[src/rtl/dtmf_pkg.sv]
package dtmf_pkg;
  localparam int NUM_GROUPS = 2;
  localparam int PHASE_W    = 5;
  localparam int DIV_W      = 8;
  localparam int MAG_W      = 7;
  localparam int AMP_W      = MAG_W + 2;

  typedef struct packed {
    logic [1:0] row;
    logic [1:0] col;
  } tone_sel_t;

  function automatic tone_sel_t decode_digit(input logic [3:0] code);
    tone_sel_t s;
    case (code)
      4'd1:  s = '{row: 2'd0, col: 2'd0};
      4'd2:  s = '{row: 2'd0, col: 2'd1};
      4'd3:  s = '{row: 2'd0, col: 2'd2};
      4'd4:  s = '{row: 2'd1, col: 2'd0};
      4'd5:  s = '{row: 2'd1, col: 2'd1};
      4'd6:  s = '{row: 2'd1, col: 2'd2};
      4'd7:  s = '{row: 2'd2, col: 2'd0};
      4'd8:  s = '{row: 2'd2, col: 2'd1};
      4'd9:  s = '{row: 2'd2, col: 2'd2};
      4'd10: s = '{row: 2'd3, col: 2'd1};
      4'd11: s = '{row: 2'd3, col: 2'd0};
      4'd12: s = '{row: 2'd3, col: 2'd2};
      4'd13: s = '{row: 2'd0, col: 2'd3};
      4'd14: s = '{row: 2'd1, col: 2'd3};
      4'd15: s = '{row: 2'd2, col: 2'd3};
      default: s = '{row: 2'd3, col: 2'd3};
    endcase
    return s;
  endfunction

  function automatic logic [DIV_W-1:0] row_count(input logic [1:0] r);
    case (r)
      2'd0: return 8'd160;
      2'd1: return 8'd146;
      2'd2: return 8'd132;
      default: return 8'd118;
    endcase
  endfunction

  function automatic logic [DIV_W-1:0] col_count(input logic [1:0] c);
    case (c)
      2'd0: return 8'd92;
      2'd1: return 8'd84;
      2'd2: return 8'd76;
      default: return 8'd68;
    endcase
  endfunction

  // first quadrant of a 32-point sine, k = 0..8, full scale 127
  function automatic logic [MAG_W-1:0] quarter_sine(input logic [3:0] k);
    case (k)
      4'd0: return 7'd0;
      4'd1: return 7'd25;
      4'd2: return 7'd49;
      4'd3: return 7'd71;
      4'd4: return 7'd90;
      4'd5: return 7'd106;
      4'd6: return 7'd117;
      4'd7: return 7'd125;
      default: return 7'd127;
    endcase
  endfunction
endpackage

[src/rtl/dtmf_tone_path.sv]
module dtmf_tone_path
  import dtmf_pkg::*;
#(
  parameter int GAIN = 80
) (
  input  logic                    clk,
  input  logic                    rst,
  input  logic                    restart,
  input  logic [DIV_W-1:0]        seg_len,
  input  logic                    mute,
  output logic signed [AMP_W-1:0] sample
);
  logic [DIV_W-1:0]   div_cnt;
  logic [PHASE_W-1:0] phase;
  logic [MAG_W-1:0]   mag_q;
  logic               neg_q;
  logic [3:0]         fold_idx;
  logic [2*MAG_W-1:0] prod;
  logic [MAG_W-1:0]   scaled;
  logic signed [AMP_W-1:0] amp;

  // segment divider and 32-step phase counter
  always_ff @(posedge clk) begin
    if (rst || restart) begin
      div_cnt <= '0;
      phase   <= '0;
    end else if (div_cnt == seg_len - 1'b1) begin
      div_cnt <= '0;
      phase   <= phase + 1'b1;
    end else begin
      div_cnt <= div_cnt + 1'b1;
    end
  end

  // fold the period onto the first quadrant
  always_comb begin
    if (phase[3:0] <= 4'd8) fold_idx = phase[3:0];
    else                    fold_idx = 4'(5'd16 - {1'b0, phase[3:0]});
  end

  // registered table read (ROM style)
  always_ff @(posedge clk) begin
    if (rst) begin
      mag_q <= '0;
      neg_q <= 1'b0;
    end else begin
      mag_q <= quarter_sine(fold_idx);
      neg_q <= phase[PHASE_W-1];
    end
  end

  always_comb begin
    prod   = mag_q * MAG_W'(GAIN);
    scaled = MAG_W'(prod >> MAG_W);
    amp    = $signed({2'b00, scaled});
  end

  always_ff @(posedge clk) begin
    if (rst || mute) sample <= '0;
    else             sample <= neg_q ? -amp : amp;
  end

  AST_DIV_BELOW_LEN: assert property (@(posedge clk) disable iff (rst)
    div_cnt < seg_len) else $error("divider past segment length");

  AST_PHASE_ONLY_ON_WRAP: assert property (@(posedge clk) disable iff (rst)
    (!restart && div_cnt != seg_len - 1'b1) |=> $stable(phase))
    else $error("phase moved without divider wrap");
endmodule

[src/rtl/dtmf_burst_timer.sv]
module dtmf_burst_timer #(
  parameter int BURST_TICKS = 182557
) (
  input  logic clk,
  input  logic rst,
  input  logic start,
  input  logic long_mode,
  output logic busy,
  output logic burst_on,
  output logic ready
);
  localparam int CNT_W = $clog2(2 * BURST_TICKS + 1);
  localparam logic [CNT_W-1:0] SHORT_LEN = CNT_W'(BURST_TICKS);
  localparam logic [CNT_W-1:0] LONG_LEN  = CNT_W'(2 * BURST_TICKS);

  typedef enum logic [1:0] {S_IDLE, S_BURST, S_PAUSE} tstate_t;
  tstate_t          st;
  logic [CNT_W-1:0] cnt;
  logic [CNT_W-1:0] len;

  always_ff @(posedge clk) begin
    if (rst) begin
      st    <= S_IDLE;
      cnt   <= '0;
      len   <= SHORT_LEN;
      ready <= 1'b0;
    end else begin
      ready <= 1'b0;
      case (st)
        S_IDLE: if (start) begin
          st  <= S_BURST;
          cnt <= '0;
          len <= long_mode ? LONG_LEN : SHORT_LEN;
        end
        S_BURST: if (cnt == len - 1'b1) begin
          st  <= S_PAUSE;
          cnt <= '0;
        end else cnt <= cnt + 1'b1;
        S_PAUSE: if (cnt == len - 1'b1) begin
          st    <= S_IDLE;
          cnt   <= '0;
          ready <= 1'b1;
        end else cnt <= cnt + 1'b1;
        default: st <= S_IDLE;
      endcase
    end
  end

  assign busy     = (st != S_IDLE);
  assign burst_on = (st == S_BURST);

  AST_READY_ONE_CYCLE: assert property (@(posedge clk) disable iff (rst)
    ready |=> !ready) else $error("ready held");

  AST_READY_AFTER_PAUSE: assert property (@(posedge clk) disable iff (rst)
    $rose(ready) |-> $past(st == S_PAUSE)) else $error("ready without pause");

  AST_COUNT_IN_WINDOW: assert property (@(posedge clk) disable iff (rst)
    busy |-> cnt < len) else $error("interval overrun");

  AST_LONG_INTERVAL: assert property (@(posedge clk) disable iff (rst)
    (start && !busy && long_mode) |=> len == LONG_LEN) else $error("long length");
endmodule

[src/rtl/dtmf_synth.sv]
module dtmf_synth
  import dtmf_pkg::*;
#(
  parameter int SAMPLE_W    = 10,
  parameter int ROW_GAIN    = 80,
  parameter int COL_GAIN    = 101,
  parameter int BURST_TICKS = 182557
) (
  input  logic                clk,
  input  logic                rst,
  input  logic                wr_en,
  input  logic [3:0]          wr_code,
  input  logic                tone_en,
  input  logic                burst_mode,
  input  logic                single_tone,
  input  logic                col_sel,
  input  logic                cp_mode,
  output logic [SAMPLE_W-1:0] sample_out,
  output logic                tone_active,
  output logic                tx_ready
);
  localparam logic [SAMPLE_W-1:0]   MID   = SAMPLE_W'(1) << (SAMPLE_W - 1);
  localparam logic signed [SAMPLE_W:0] MID_S = (SAMPLE_W+1)'(1) << (SAMPLE_W - 1);

  logic       busy, burst_on, accept;
  logic [3:0] code_q;
  tone_sel_t  sel;
  logic signed [AMP_W-1:0] path_sample [NUM_GROUPS];
  logic signed [SAMPLE_W:0] acc;

  assign accept = wr_en && !(burst_mode && busy);
  assign sel    = decode_digit(code_q);

  always_ff @(posedge clk) begin
    if (rst)         code_q <= '0;
    else if (accept) code_q <= wr_code;
  end

  dtmf_burst_timer #(.BURST_TICKS(BURST_TICKS)) u_timer (
    .clk      (clk),
    .rst      (rst),
    .start    (accept && burst_mode),
    .long_mode(cp_mode),
    .busy     (busy),
    .burst_on (burst_on),
    .ready    (tx_ready)
  );

  for (genvar g = 0; g < NUM_GROUPS; g++) begin : g_grp
    localparam int G_GAIN = (g == 0) ? ROW_GAIN : COL_GAIN;
    logic [DIV_W-1:0] len;
    logic             mute;
    assign len  = (g == 0) ? row_count(sel.row) : col_count(sel.col);
    assign mute = single_tone && ((g == 0) ? col_sel : !col_sel);
    dtmf_tone_path #(.GAIN(G_GAIN)) u_path (
      .clk    (clk),
      .rst    (rst),
      .restart(accept),
      .seg_len(len),
      .mute   (mute),
      .sample (path_sample[g])
    );
  end

  always_comb
    acc = MID_S + (SAMPLE_W+1)'(path_sample[0]) + (SAMPLE_W+1)'(path_sample[1]);

  always_ff @(posedge clk) begin
    if (rst) begin
      tone_active <= 1'b0;
      sample_out  <= MID;
    end else begin
      tone_active <= tone_en && (burst_mode ? burst_on : 1'b1);
      sample_out  <= tone_active ? SAMPLE_W'(acc) : MID;
    end
  end

  AST_REST_MID: assert property (@(posedge clk) disable iff (rst)
    !tone_active |=> sample_out == MID) else $error("not at rest level");

  AST_BUSY_WRITE_DROPPED: assert property (@(posedge clk) disable iff (rst)
    (burst_mode && busy && wr_en) |=> $stable(code_q)) else $error("code changed while busy");
endmodule

[config.mk]
export PLATFORM = sky130hd
export DESIGN_NAME = dtmf_synth
export DESIGN_NICKNAME = d
export VERILOG_FILES = /design/src/rtl/dtmf_pkg.sv /design/src/rtl/dtmf_tone_path.sv /design/src/rtl/dtmf_burst_timer.sv /design/src/rtl/dtmf_synth.sv
export SDC_FILE = /design/constraint.sdc
export NUM_CORES = 1
export LEC_CHECK = 0
export BUFFER_PORTS_ARGS = -buffer_cell sky130_fd_sc_hd__buf_4
export CAP_MARGIN = 25
export CORE_MARGIN = 1.5
export CORE_UTILIZATION = 50
export CTS_BUF_LIST = sky130_fd_sc_hd__clkbuf_4 sky130_fd_sc_hd__clkbuf_8 sky130_fd_sc_hd__clkbuf_16
export CTS_CLUSTER_DIAMETER = 100
export DETAILED_ROUTE_END_ITERATION = 10
export PLACE_DENSITY = 0.67
export SKIP_CTS_REPAIR_TIMING = 1
export SLEW_MARGIN = 20
export SYNTH_ARGS = -nofsm -noshare
export SYNTH_HDL_FRONTEND = slang
export SYNTH_SLANG_ARGS = --single-unit
[constraint.sdc]
create_clock -name clk -period 4.55 [get_ports clk]
set_input_delay 1.1375 -clock clk [delete_from_list [all_inputs] [get_ports clk]]
set_output_delay 1.1375 -clock clk [all_outputs]
set_load 0.005 [all_outputs]
==> results.sh <==
export IMPL_synth_async_sr_flop_share_pct=0
export IMPL_min_delay_start="g_grp[1].u_path.phase[4]"
export IMPL_required_ns=4.83
export IMPL_routedWlPerCell_um=12.3
export IMPL_port_buffers=23
export IMPL_finalSetupViolCount=0
export IMPL_antenna_found_initial=0
export IMPL_clk_latency_ns=0.35
export IMPL_cts_buffer_depth=2
export IMPL_track_usage_pct=18.1
export IMPL_multiInputGateArea_um2=3940
export IMPL_power_density_nw_per_um2=255
export IMPL_tightest_slew_ns=0.677
export IMPL_syn_nets=815
export IMPL_grt_pass1_wl_um=19400
export IMPL_syn_inst=702
export IMPL_drive_gt1_share_pct=7.00
export IMPL_drtIter0Drc=222
export IMPL_rows=40
export IMPL_clockRootBuffer="clkbuf_16"
export IMPL_cp_max_fo=7
export IMPL_syn_area_per_cell_um2=8.91
export IMPL_grt_max_degree=33
export IMPL_synth_most_common_cell="dfxtp_1"
export IMPL_grt_pass1_vias=4502
export IMPL_syn2layout_area_growth_pct=9.56
export IMPL_worstRegToRegCells=15
export IMPL_period_needed_ns=3.93
export IMPL_synth_distinct_cells=67
export IMPL_hp_class="reg2reg"
export IMPL_path_class="reg2reg"
export IMPL_post_dp_cell_area_um2=6590
export IMPL_regArea_um2=2060
export IMPL_synth_largest_area_cell="dfxtp_1"
export IMPL_die_area_um2=13200
export IMPL_cts_sinks=103
export IMPL_finClkSkew_ns=0.00518
export IMPL_end_kind="flop"
export IMPL_syn_area_um2=6260
export IMPL_h_tree_depth=3
export IMPL_num_vias=4715
export IMPL_whs_path_depth=1
export IMPL_crit_arrival_ns=4.21
export IMPL_routed_via_density=5.26
export IMPL_place_congestion=0.842
export IMPL_core_area_um2=12100
export IMPL_ys_ff_latch=103
export IMPL_totalNegativeSetupSlack_ns=0
export IMPL_grt_overflow=0
export IMPL_reg2reg_from="g_grp[1].u_path.mag_q[3]"
export IMPL_cts_buffers=9
export IMPL_synth_enable_flop_cells=0
export IMPL_cts_tree="yes"
export IMPL_fmax_mhz=254
export IMPL_finalHoldViolations=0
export IMPL_synth_top_area_share_pct=33.0
export IMPL_timing_rr_end="g_grp[1].u_path.sample[6]"
export IMPL_finalInstanceArea_um2=6850
export IMPL_antenna_cells=0
export IMPL_start_util_pct=51.7
export IMPL_yosysWarningCount=0
export IMPL_finalWirelength_um=11000
export IMPL_drt_drc_violations_left=0
export IMPL_hpwlAfterDp_um=8630
export IMPL_synth_seq_area_share_pct=33.0
export IMPL_dieHeight_um=115
export IMPL_status="complete, no violations"
export IMPL_hold_end="g_grp[1].u_path.neg_q"
export IMPL_dieWidth_um=115
export IMPL_leakage_nw=3.08
export IMPL_synth_area_top_cells="dfxtp_1 (33%), ha_1 (19%), xor2_1 (6.2%)"
export IMPL_relSlewSlack_pct=54.3
export IMPL_synth_main_ff_cell="dfxtp_1"
export IMPL_final_antenna_net_count=0
export IMPL_slew_violations=0
export IMPL_synthTopCellsByCount="dfxtp_1 (103), ha_1 (97), nor2_1 (93)"
export IMPL_critPathLaunchType="flop"
export IMPL_nets=839
export IMPL_ir_worst_vdd_uv=324
export IMPL_rrSetupSlack_ns=0.62
export IMPL_period_share_pct=86.4
export IMPL_io_pins=24
export IMPL_fillCellCount=1111
export IMPL_drv_cap=0
export IMPL_drt_pre_antenna_iters=4
export IMPL_clk_pin_slew_ns=0.06
export IMPL_rsz0062_at_grt="no"
-- metrics by stage --
step / worst slack, ns / utilization (%) / total power, W / instances / hold WS (ns)
detailed placement: 0.643 / 54.4 / 0.00107 / 883 / 0.472
global placement: 0.821 / 54.4 / 0.00107 / 883 / 0.458
finish: 0.617 / 56.6 / 0.00175 / 897 / 0.482
global route: 0.255 / 56.6 / 0.00183 / 897 / 0.490
floorplan: 0.996 / - / 0.00104 / 702 / 0.437
CTS: 0.630 / 56.6 / 0.00178 / 897 / 0.482
-- per-layer routing --
metal  global-route usage, %  share of wire [%]  up-vias
met5                       0                  0        -
met2                    33.1                 51       45
li1                        -                  -     2466
met1                    21.0                 45     2195
met4                    4.69                1.1        0
met3                    4.64                2.8        9
-- cell usage in the layout, fill, tap and decap left out, types with 2 or more instances in the layout --
| master | netlist | final |
|---|---|---|
| buf_4 | 1 | 24 |
| o21a_1 | 3 | 3 |
| nand2_1 | 50 | 50 |
| a21o_1 | 6 | 6 |
| o31a_1 | 2 | 2 |
| nor4b_1 | 2 | 2 |
| and4_1 | 3 | 3 |
| o31ai_1 | 2 | 2 |
| nand3b_1 | 2 | 2 |
| nor3b_1 | 3 | 3 |
| nor3_1 | 6 | 6 |
| o2111ai_1 | 2 | 2 |
| o211ai_1 | 5 | 5 |
| o41ai_1 | 3 | 3 |
| a31oi_1 | 2 | 2 |
| a311oi_1 | 3 | 3 |
| nand4_1 | 10 | 10 |
| or3_1 | 3 | 3 |
| nor2_1 | 93 | 93 |
| dfxtp_1 | 103 | 103 |
| xor2_1 | 44 | 44 |
| clkbuf_16 | 0 | 9 |
| inv_1 | 51 | 51 |
| a21oi_1 | 38 | 38 |
| and3_1 | 4 | 4 |
| nand2b_1 | 4 | 4 |
| mux2i_1 | 13 | 13 |
| ha_1 | 97 | 97 |
| o21ai_0 | 24 | 24 |
| nand3_1 | 30 | 30 |
| nor2b_1 | 12 | 12 |
| fa_1 | 4 | 4 |
| o22ai_1 | 2 | 2 |
| and2_1 | 4 | 4 |
| xnor2_1 | 29 | 29 |
| clkinv_2 | 0 | 3 |
| nor4_1 | 3 | 3 |
| o22a_1 | 2 | 2 |
-- critical path, stage by stage, from the launching register on --
cell and delay (ns):
dfxtp_1 0.35, ha_1 0.29, inv_1 0.05, fa_1 0.50, inv_1 0.05, ha_1 0.28
ha_1 0.29, ha_1 0.39, inv_1 0.11, or3_1 0.40, o211ai_1 0.16, ha_1 0.22
o21ai_0 0.11, o21ai_0 0.37, nand3_1 0.14, a21oi_1 0.16
-- kinds of logic after synthesis --
logic type               Yosys count  synth area share (%)
adder cells (fa/ha/maj)          101                  20.7
buffers and inverters             63                  4.00
flip-flops                       103                  33.0
AND/OR/NAND/NOR                  237                  17.9
XOR/XNOR                          73                  10.2
multiplexers                      15                  2.62
AO/OA/AOI/OAI                    110                  11.7
-- layout make-up --
| cell class | instances | share of cell area (%) |
|---|---|---|
| multi-input cells | 536 | 57.5 |
| inverters | 52 | 2.85 |
| clock buffers | 10 | 3.49 |
| well taps | 168 | 3.07 |
| flip-flops and latches | 103 | 30.1 |
| repair buffers | 24 | 2.63 |
| clock inverters | 4 | 0.347 |
-- worst max-delay path by stage --
| stage | from | endpoint | slack (ns) | cells past startpoint |
|---|---|---|---|---|
| final | g_grp[1].u_path.mag_q[3] | g_grp[1].u_path.sample[6] | 0.62 | 15 |
| after global routing | g_grp[1].u_path.mag_q[3] | g_grp[1].u_path.sample[6] | 0.26 | 15 |
| after CTS | g_grp[1].u_path.mag_q[3] | g_grp[1].u_path.sample[6] | 0.63 | 15 |
| after detailed placement | g_grp[1].u_path.mag_q[3] | g_grp[1].u_path.sample[4] | 0.64 | 15 |
| after global placement | g_grp[1].u_path.mag_q[2] | g_grp[1].u_path.sample[4] | 0.82 | 15 |
| after floorplan | g_grp[1].u_path.mag_q[2] | g_grp[1].u_path.sample[4] | 1.0 | 15 |
-- report_power, final --
part,internal (W),switching [W]
Sequential,0.000917,0.0000136
Clock,0.000377,0.000317
Combinational,0.0000505,0.0000725
Total,0.00134,0.000403
-- state kept, by name, indices dropped and copies added, names as in the netlist, 4 cells and up --
name / count
u_timer.cnt: 19
g_grp.u_path.sample: 18
g_grp.u_path.div_cnt: 16
g_grp.u_path.mag_q: 14
g_grp.u_path.phase: 10
sample_out: 10
code_q: 4
sel: 4
No activity file was read; power rests on OpenSTA's default activity.
